### src/rtl/fcf_pkg.sv
package fcf_pkg;
  localparam int WORD_W    = 32;
  localparam int NUM_WORDS = 6;
  localparam int NUM_IRQ   = 3;
  localparam int IRQ_LO    = 21;
  localparam int IRQ_HI    = IRQ_LO + NUM_IRQ - 1;
  localparam int IRQ_GLOB  = 31;

  localparam int unsigned OFF_CMDSTAT = 32'h044;
  localparam int unsigned OFF_CTRLST  = 32'h100;
  localparam int unsigned OFF_IRQST   = 32'h110;
  localparam int unsigned OFF_IRQEN   = 32'h114;
  localparam int unsigned OFF_CFG     = 32'h230;

  localparam logic [6:0] TY_CA   = 7'd0;
  localparam logic [6:0] TY_CAD  = 7'd1;
  localparam logic [6:0] TY_DSEQ = 7'd127;

  typedef struct packed {
    logic [7:0]  opcode;
    logic [47:0] addr;
    logic [2:0]  addr_bytes;
    logic [1:0]  addr_lanes;
    logic [1:0]  cmd_lanes;
    logic [2:0]  bank;
  } ca_t;

  typedef struct packed {
    logic        wr;
    logic [1:0]  lanes;
    logic [31:0] count;
    logic [5:0]  dummy;
  } ds_t;

  typedef enum logic [1:0] {SQ_IDLE, SQ_OFFER, SQ_RUN} sq_state_e;
endpackage

### src/rtl/fcf_decode.sv
module fcf_decode
  import fcf_pkg::*;
(
  input  logic [WORD_W-1:0] w1,
  input  logic [WORD_W-1:0] w2,
  input  logic [WORD_W-1:0] w3,
  input  logic [WORD_W-1:0] w4,
  output logic [6:0]        ty,
  output ca_t               ca,
  output ds_t               ds
);
  logic unused_bits;
  assign unused_bits = ^{w1[23:7], w3[31], w3[27:26], w4[31:15], w4[11:10], w4[7:5], w4[3:2]};

  always_comb begin
    ty            = w1[6:0];
    ca.opcode     = w3[23:16];
    ca.addr       = {w3[7:0], w2[31:24], w2[23:16], w2[15:8], w2[7:0], w1[31:24]};
    ca.addr_bytes = w3[30:28];
    ca.addr_lanes = w4[1:0];
    ca.cmd_lanes  = w4[9:8];
    ca.bank       = w4[14:12];
    ds.wr         = w4[4];
    ds.lanes      = w4[9:8];
    ds.count      = {w3[15:0], w2[31:16]};
    ds.dummy      = w3[25:20];
  end
endmodule

### src/rtl/fcf_seq.sv
module fcf_seq
  import fcf_pkg::*;
(
  input  logic       clk,
  input  logic       rst_n,
  input  logic       launch,
  input  logic       defer,
  input  logic [6:0] ty,
  input  ca_t        ca,
  input  ds_t        ds,
  input  logic       ph_ready,
  input  logic       eng_done,
  input  logic [3:0] eng_err,
  output logic       ph_valid,
  output ca_t        out_ca,
  output ds_t        out_ds,
  output logic       out_has_data,
  output logic       busy,
  output logic       st_done,
  output logic       st_fail,
  output logic [3:0] st_err,
  output logic       done_evt
);
  sq_state_e  state_q, state_d;
  logic       pend_q, pend_d;
  ca_t        pend_ca_q, pend_ca_d;
  ca_t        oca_q, oca_d;
  ds_t        ods_q, ods_d;
  logic       hasd_q, hasd_d, defer_q, defer_d;
  logic       done_q, done_d, fail_q, fail_d;
  logic [3:0] err_q, err_d;
  logic       idle, acc_ca, acc_cad, acc_ds, reject, finish;

  assign idle    = (state_q == SQ_IDLE);
  assign acc_ca  = launch && idle && (ty == TY_CA);
  assign acc_cad = launch && idle && (ty == TY_CAD);
  assign acc_ds  = launch && idle && (ty == TY_DSEQ) && pend_q;
  assign reject  = launch && !(acc_ca || acc_cad || acc_ds);
  assign finish  = (state_q == SQ_RUN) && eng_done;

  always_comb begin
    state_d   = state_q;
    pend_d    = pend_q;
    pend_ca_d = pend_ca_q;
    oca_d     = oca_q;
    ods_d     = ods_q;
    hasd_d    = hasd_q;
    defer_d   = defer_q;
    done_d    = done_q;
    fail_d    = fail_q;
    err_d     = err_q;
    case (state_q)
      SQ_IDLE: begin
        if (acc_ca) begin
          oca_d   = ca;
          ods_d   = '0;
          hasd_d  = 1'b0;
          defer_d = 1'b0;
          state_d = SQ_OFFER;
        end else if (acc_ds) begin
          oca_d   = pend_ca_q;
          ods_d   = ds;
          hasd_d  = 1'b1;
          defer_d = defer;
          pend_d  = 1'b0;
          state_d = SQ_OFFER;
        end else if (acc_cad) begin
          pend_d    = 1'b1;
          pend_ca_d = ca;
        end
      end
      SQ_OFFER: if (ph_ready) state_d = SQ_RUN;
      SQ_RUN:   if (eng_done) state_d = SQ_IDLE;
      default:  state_d = SQ_IDLE;
    endcase
    if (acc_ca || acc_cad || acc_ds) begin
      done_d = 1'b0;
      fail_d = 1'b0;
      err_d  = '0;
    end
    if (finish) begin
      done_d = 1'b1;
      fail_d = |eng_err;
      err_d  = eng_err;
    end
    if (reject) begin
      done_d = 1'b1;
      fail_d = 1'b1;
      err_d  = 4'b0001;
    end
  end

  always_ff @(posedge clk or negedge rst_n) begin
    if (!rst_n) begin
      state_q   <= SQ_IDLE;
      pend_q    <= 1'b0;
      pend_ca_q <= '0;
      oca_q     <= '0;
      ods_q     <= '0;
      hasd_q    <= 1'b0;
      defer_q   <= 1'b0;
      done_q    <= 1'b0;
      fail_q    <= 1'b0;
      err_q     <= '0;
    end else begin
      state_q   <= state_d;
      pend_q    <= pend_d;
      pend_ca_q <= pend_ca_d;
      oca_q     <= oca_d;
      ods_q     <= ods_d;
      hasd_q    <= hasd_d;
      defer_q   <= defer_d;
      done_q    <= done_d;
      fail_q    <= fail_d;
      err_q     <= err_d;
    end
  end

  assign ph_valid     = (state_q == SQ_OFFER);
  assign busy         = !idle;
  assign out_ca       = oca_q;
  assign out_ds       = ods_q;
  assign out_has_data = hasd_q;
  assign st_done      = done_q;
  assign st_fail      = fail_q;
  assign st_err       = err_q;
  assign done_evt     = (finish && (!hasd_q || defer_q)) ||
                        ((state_q == SQ_OFFER) && ph_ready && hasd_q && !defer_q);
endmodule

### src/rtl/fcf_irq.sv
module fcf_irq
  import fcf_pkg::*;
(
  input  logic               clk,
  input  logic               rst_n,
  input  logic               wr_stat,
  input  logic               wr_en,
  input  logic [WORD_W-1:0]  wdata,
  input  logic [NUM_IRQ-1:0] set_src,
  output logic [NUM_IRQ-1:0] stat,
  output logic [NUM_IRQ-1:0] src_en,
  output logic               glob_en,
  output logic               irq
);
  logic [NUM_IRQ-1:0] stat_q, stat_d, en_q, en_d;
  logic               glob_q, glob_d;
  logic               unused_wbits;
  assign unused_wbits = ^{wdata[30:IRQ_HI+1], wdata[IRQ_LO-1:0]};

  always_comb begin
    stat_d = stat_q;
    en_d   = en_q;
    glob_d = glob_q;
    if (wr_stat) stat_d = stat_d & ~wdata[IRQ_HI:IRQ_LO];
    stat_d = stat_d | set_src;
    if (wr_en) begin
      en_d   = wdata[IRQ_HI:IRQ_LO];
      glob_d = wdata[IRQ_GLOB];
    end
  end

  always_ff @(posedge clk or negedge rst_n) begin
    if (!rst_n) begin
      stat_q <= '0;
      en_q   <= '0;
      glob_q <= 1'b0;
    end else begin
      stat_q <= stat_d;
      en_q   <= en_d;
      glob_q <= glob_d;
    end
  end

  assign stat    = stat_q;
  assign src_en  = en_q;
  assign glob_en = glob_q;
  assign irq     = glob_q && |(stat_q & en_q);
endmodule

### src/rtl/fcmd_frontend.sv
module fcmd_frontend
  import fcf_pkg::*;
#(
  parameter int ADDR_W = 12
) (
  input  logic              clk,
  input  logic              rst_n,
  input  logic              reg_we,
  input  logic [ADDR_W-1:0] reg_addr,
  input  logic [31:0]       reg_wdata,
  output logic [31:0]       reg_rdata,
  output logic              ph_valid,
  input  logic              ph_ready,
  output logic [7:0]        ph_opcode,
  output logic [47:0]       ph_addr,
  output logic [2:0]        ph_addr_bytes,
  output logic [1:0]        ph_addr_lanes,
  output logic [1:0]        ph_cmd_lanes,
  output logic [2:0]        ph_bank,
  output logic              ph_has_data,
  output logic              ph_data_write,
  output logic [1:0]        ph_data_lanes,
  output logic [31:0]       ph_byte_count,
  output logic [5:0]        ph_dummy,
  input  logic              eng_done,
  input  logic [3:0]        eng_err,
  input  logic              dma_err,
  input  logic              dma_trig,
  output logic              irq,
  output logic [1:0]        work_mode
);
  localparam logic [ADDR_W-1:0] A_CMDST = ADDR_W'(OFF_CMDSTAT);
  localparam logic [ADDR_W-1:0] A_CTRL  = ADDR_W'(OFF_CTRLST);
  localparam logic [ADDR_W-1:0] A_IRQST = ADDR_W'(OFF_IRQST);
  localparam logic [ADDR_W-1:0] A_IRQEN = ADDR_W'(OFF_IRQEN);
  localparam logic [ADDR_W-1:0] A_CFG   = ADDR_W'(OFF_CFG);

  // reset: asserted asynchronously, released on a clock edge
  logic [1:0] rsync_q;
  logic       rst_i_n;
  always_ff @(posedge clk or negedge rst_n) begin
    if (!rst_n) rsync_q <= '0;
    else        rsync_q <= {rsync_q[0], 1'b1};
  end
  assign rst_i_n = rsync_q[1];

  // command word staging
  logic [WORD_W-1:0] words_q [NUM_WORDS];
  logic [WORD_W-1:0] words_d [NUM_WORDS];
  logic [NUM_WORDS-1:0] word_sel;

  for (genvar gi = 0; gi < NUM_WORDS; gi++) begin : g_word
    assign word_sel[gi] = reg_we && (reg_addr == ADDR_W'(gi * 4));
    always_comb words_d[gi] = word_sel[gi] ? reg_wdata : words_q[gi];
    always_ff @(posedge clk or negedge rst_i_n) begin
      if (!rst_i_n) words_q[gi] <= '0;
      else          words_q[gi] <= words_d[gi];
    end
  end

  // work-mode field
  logic [1:0] mode_q, mode_d;
  always_comb mode_d = (reg_we && reg_addr == A_CFG) ? reg_wdata[6:5] : mode_q;
  always_ff @(posedge clk or negedge rst_i_n) begin
    if (!rst_i_n) mode_q <= '0;
    else          mode_q <= mode_d;
  end
  assign work_mode = mode_q;

  // decode and sequencing
  logic [6:0] ty;
  ca_t        dec_ca, out_ca;
  ds_t        dec_ds, out_ds;
  logic       busy, st_done, st_fail, done_evt;
  logic [3:0] st_err;

  fcf_decode u_dec (
    .w1(words_q[1]), .w2(words_q[2]), .w3(words_q[3]), .w4(words_q[4]),
    .ty(ty), .ca(dec_ca), .ds(dec_ds)
  );

  fcf_seq u_seq (
    .clk(clk), .rst_n(rst_i_n),
    .launch(word_sel[0]), .defer(reg_wdata[0]),
    .ty(ty), .ca(dec_ca), .ds(dec_ds),
    .ph_ready(ph_ready), .eng_done(eng_done), .eng_err(eng_err),
    .ph_valid(ph_valid), .out_ca(out_ca), .out_ds(out_ds),
    .out_has_data(ph_has_data), .busy(busy),
    .st_done(st_done), .st_fail(st_fail), .st_err(st_err),
    .done_evt(done_evt)
  );

  assign ph_opcode     = out_ca.opcode;
  assign ph_addr       = out_ca.addr;
  assign ph_addr_bytes = out_ca.addr_bytes;
  assign ph_addr_lanes = out_ca.addr_lanes;
  assign ph_cmd_lanes  = out_ca.cmd_lanes;
  assign ph_bank       = out_ca.bank;
  assign ph_data_write = out_ds.wr;
  assign ph_data_lanes = out_ds.lanes;
  assign ph_byte_count = out_ds.count;
  assign ph_dummy      = out_ds.dummy;

  // interrupts: source order is {command-done, dma error, dma trigger}
  logic [NUM_IRQ-1:0] irq_stat, irq_src_en;
  logic               irq_glob_en;

  fcf_irq u_irq (
    .clk(clk), .rst_n(rst_i_n),
    .wr_stat(reg_we && reg_addr == A_IRQST),
    .wr_en(reg_we && reg_addr == A_IRQEN),
    .wdata(reg_wdata),
    .set_src({done_evt, dma_err, dma_trig}),
    .stat(irq_stat), .src_en(irq_src_en), .glob_en(irq_glob_en),
    .irq(irq)
  );

  // read mux
  always_comb begin
    reg_rdata = '0;
    for (int i = 0; i < NUM_WORDS; i++) begin
      if (reg_addr == ADDR_W'(i * 4)) reg_rdata = words_q[i];
    end
    case (reg_addr)
      A_CMDST: reg_rdata = {16'b0, st_done, st_fail, 10'b0, st_err};
      A_CTRL:  reg_rdata = {24'b0, busy, 7'b0};
      A_IRQST: reg_rdata = {8'b0, irq_stat, 21'b0};
      A_IRQEN: reg_rdata = {irq_glob_en, 7'b0, irq_src_en, 21'b0};
      A_CFG:   reg_rdata = {25'b0, mode_q, 5'b0};
      default: ;
    endcase
  end
endmodule

### config.mk
export PLATFORM = sky130hd
export DESIGN_NAME = fcmd_frontend
export DESIGN_NICKNAME = d
export VERILOG_FILES = /design/src/rtl/fcf_pkg.sv /design/src/rtl/fcf_decode.sv /design/src/rtl/fcf_seq.sv /design/src/rtl/fcf_irq.sv /design/src/rtl/fcmd_frontend.sv
export SDC_FILE = /design/constraint.sdc
export NUM_CORES = 1
export LEC_CHECK = 0
export ABC_AREA = 1
export BUFFER_PORTS_ARGS = -buffer_cell sky130_fd_sc_hd__buf_4
export CORE_MARGIN = 1.5
export CORE_UTILIZATION = 30
export DETAILED_ROUTE_END_ITERATION = 7
export GPL_TIMING_DRIVEN = 0
export REMOVE_ABC_BUFFERS = 1
export SKIP_LAST_GASP = 1
export SLEW_MARGIN = 0
export SYNTH_ARGS = -nofsm -noshare
export SYNTH_HDL_FRONTEND = slang
export SYNTH_SLANG_ARGS = --single-unit
### constraint.sdc
create_clock -name clk -period 35 [get_ports clk]
set_clock_uncertainty 0.1 [all_clocks]
set_input_delay 3.5 -clock clk [delete_from_list [all_inputs] [get_ports clk]]
set_output_delay 3.5 -clock clk [all_outputs]
set_load 0.01 [all_outputs]
==> summary.md <==
| Metric | Value |
|---|---|
| Delay of the slowest cell on the worst path | approximately 1.1 ns |
| Initial antenna violation count | 0 |
| Number of buffers created by CTS | 44 |
| Drt drc | 0 |
| Post-synthesis register bit count | 387 |
| Pwr/cell area | around 45 nW/um^2 |
| Setup violations, final | 0 |
| Clock tree from TritonCTS | yes |
| IO Port Bufs | 198 |
| Top-Level Pins | around 200 |
| Total Nets Final | approximately 2200 |
| Critical Path Fanout Max | 23 |
| Hold Vio Cnt, Final | 0 |
| Resize count post-CTS | 0 |
| Warnings from Yosys | 0 |
| Post-synthesis sequential area ratio | between 50% and 60% |
| Req. time, crit path | between 30 and 40 ns |
| CTS H-tree depth | 2 |
| Core Area | between 50000 and 60000 sq um |
| Post-Route WL | between 50000 and 60000 um |
| First-pass GRT wire length | approximately 83000 um |
| Multiplexer share of the synthesized area | less than 1% |
| Fin crit period | between 10 and 15 ns |
| Worst path buffer plus inverter count | 4 |
| CTS Sinks | between 300 and 400 |
| Fraction of layout cells with a size suffix above 1 | between 10% and 20% |
| Most common cell on crit path | nand2_1 |
| Syn Inst Count | just over 2000 |
| Least-Margin Pin Slew | between 1 and 1.5 ns |
| Area growth syn-to-layout | 22.2% |
| Root buf cell | clkbuf_16 |
| Main combinational cell family by area after synthesis | simple AND/OR/NAND/NOR gates |
| Most frequent cells in the layout | 542 x nand2_1, 386 x dfrtp_1, 325 x o21ai_0 |
| CP top delay family | simple AND/OR/NAND/NOR gates |
| Lkg Pwr | between 9 and 10 nW |
| Peak VDD IR | approximately 0.000027 V |
| Clk_lat worst skew | 0.56 ns |
| Crit path from | reg_addr[9] |
| Synth Area in Compound Gates | 14.3% |
| Status | finished clean |
| WL/cell | approximately 18 um |
| Worst reg2reg path startpoint | words_q[132] |
| Worst path slowest cell | inv_1 |
| Max-slew violation count | 0 |
| Hold WS | roughly 0.22 ns |
| Synth Cell Area | ~17000 sq um |
| Overall die height | around 240 um |
| Commonest non-fill, non-tap cell in the layout | nand2_1 |
| Grt ovf | 0 |
| Final worst setup slack | ~24 ns |
| CTS Hold Bufs | 0 |
| Final GP Congestion | between 0.8 and 0.9 |
| Via/cell ratio | roughly 4.9 |
| Post-Synth Adder-Cell Area | 0% |
| Antenna Cells | 0 |
| Post-route clock period utilization | between 30% and 40% |
| FP Rows | 86 |
| Final setup TNS | 0 ns |
| Die width | 241 um |
| Vias in the first global route | between 10000 and 15000 |
| Slew HR | between 10% and 20% |
| Post-synthesis simple-gate area fraction | between 20% and 30% |
| Pre-antenna DRT Iters | 5 |
| Hpwl dp | approximately 34000 um |
| Max clock buf depth | 3 |
| Post-Syn Area per Cell | about 8.4 sq um |
| Initial Util | roughly 30% |
| DRT iter0 DRCs | about 1200 |
| Endpoint class of the critical path | output port |
| Max-cap violations | 0 |
| Vias | 14400 |
| Setup bufs post-CTS | 0 |
| Netlist cell types | 34 |
| Worst hold path type | reg2async |
| Largest net degree at the start of global routing | between 100 and 150 |
| Total die area | ~58000 sq um |
| Synth area leaders | dfrtp_1 57%, nand2_1 12%, o21ai_0 9.6% |
| DP Worst Slack | 24.48 ns |
| Seq. cell area | 9690 sq um |
| Xor and xnor area share after synthesis | 0% |
| Crit path cell chain | buf_4 > inv_1 > nand2_1 > nor2_1 > nand2_1 > inv_1 > nand2_1 > nand2_1 > nand3_1 > nand2_1 > nand2_1 > nand2_1 > nand2_1 > nand2_1 > buf_4 |
| RSZ-0062 raised after global routing | no |
| Multi-input gate area | 6190 sq um |
| Startpoint Class | primary input |
| CP Class | in2out |
| CTS clock-pin slew for the worst setup and hold paths | around 0.06 ns |
| Filler Cell Count | about 5700 |
| GRT Util Overall | 18.7% |
| Synth area leader | dfrtp_1 |
| Fmax | roughly 95 MHz |
| Yosys top cell area share | between 50% and 60% |
| Critical Path AT | 6.95 ns |
| Detail Route Antenna Nets | 0 |
[power by group]
part / leakage [nW] / internal, mW / switching, mW
clock network: 0.676 / 0.261 / 0.182
logic: 3.82 / 0.00894 / 0.0180
registers: 5.36 / 0.450 / 0.00268
total: 9.85 / 0.720 / 0.203
[worst paths after layout]
| kind | endpoint | slack, ns | cells after the start |
|---|---|---|---|
| max | reg_rdata[31] | 24.45 | 15 |
| min | u_seq.out_ca[45] | 0.22 | 0 |
| max reg2reg | u_seq.st_fail | 31.44 | 9 |
| min reg2reg | u_seq.out_ca[45] | 0.22 | 0 |
| max in group asynchronous | rsync_q[1] | 32.08 | 1 |
| min in group clk | rsync_q[1] | 0.25 | 0 |
[registers in the layout, indices dropped and copies added, names as in the netlist]
name,cells
u_seq.defer_q,1
u_seq.out_has_data,1
u_seq.out_ds,41
u_seq.state_q,2
u_seq.st_done,1
u_seq.out_ca,66
work_mode,2
rsync_q,2
u_seq.st_fail,1
u_seq.pend_ca_q,66
words_q,192
u_seq.st_err,4
u_irq.stat,3
u_seq.pend_q,1
u_irq.glob_en,1
u_irq.src_en,3
[cell families after synthesis]
family                 count (synthesis)
other                                  1
buffers and inverters                293
muxes                                 13
DFF                                  387
AOI/OAI and AO/OA                    452
and+or+nand+nor                      868
[Yosys cell counts (all sizes together)]
cell type / n
a21oi: 10
o211ai: 5
o311ai: 2
o31ai: 1
o21ai: 346
mux2: 13
conb: 1
o221ai: 5
nor4: 4
inv: 170
nand3b: 2
dfrtp: 387
o21bai: 3
nand4: 5
o22ai: 2
nor3: 9
buf: 43
clkbuf: 80
a31oi: 74
nand2: 554
a211oi: 4
or2: 2
nor2: 147
nand3: 145
[per-layer routing]
metal	routed length (um)	vias up	track usage, %
li1	-	6854	-
met1	23800	7058	25.2
met2	25800	399	30.9
met3	3210	76	3.58
met4	1170	0	4.88
met5	0	-	0
[final cells by class]
| cell class | count | share of cell area, % |
|---|---|---|
| Clock buffer | 65 | 6.43 |
| Clock inverter | 7 | 0.211 |
| Inverter | 170 | 3.08 |
| Multi-Input combinational cell | 1334 | 29.9 |
| Sequential cell | 387 | 46.8 |
| Tap cell | 748 | 4.52 |
| Timing Repair Buffer | 216 | 9.14 |
[worst reg2reg max path, cell delays in order (launching register included)]
cell and delay [ns]:
dfrtp_1 0.44, nor3_1 0.40, inv_1 0.15, nor2_4 0.65, buf_12 0.26, nand2_4 0.53, nand4_1 0.64, o21ai_0 0.16
inv_1 0.08, nand2_1 0.05
[stage by stage]
| step | cell area (sq um) | utilization, % | power, mW | instances |
|---|---|---|---|---|
| after detailed placement | 19300 | 34.8 | 0.489 | 2854 |
| after global routing | 20700 | 37.3 | 0.956 | 2927 |
| after floorplan | 16400 | - | 0.473 | 1891 |
| final | 20700 | 37.3 | 0.923 | 2927 |
| after global placement | 18900 | 34.0 | 0.486 | 2837 |
| after CTS | 20700 | 37.3 | 0.935 | 2926 |
Power figures use the tool's default switching activity.
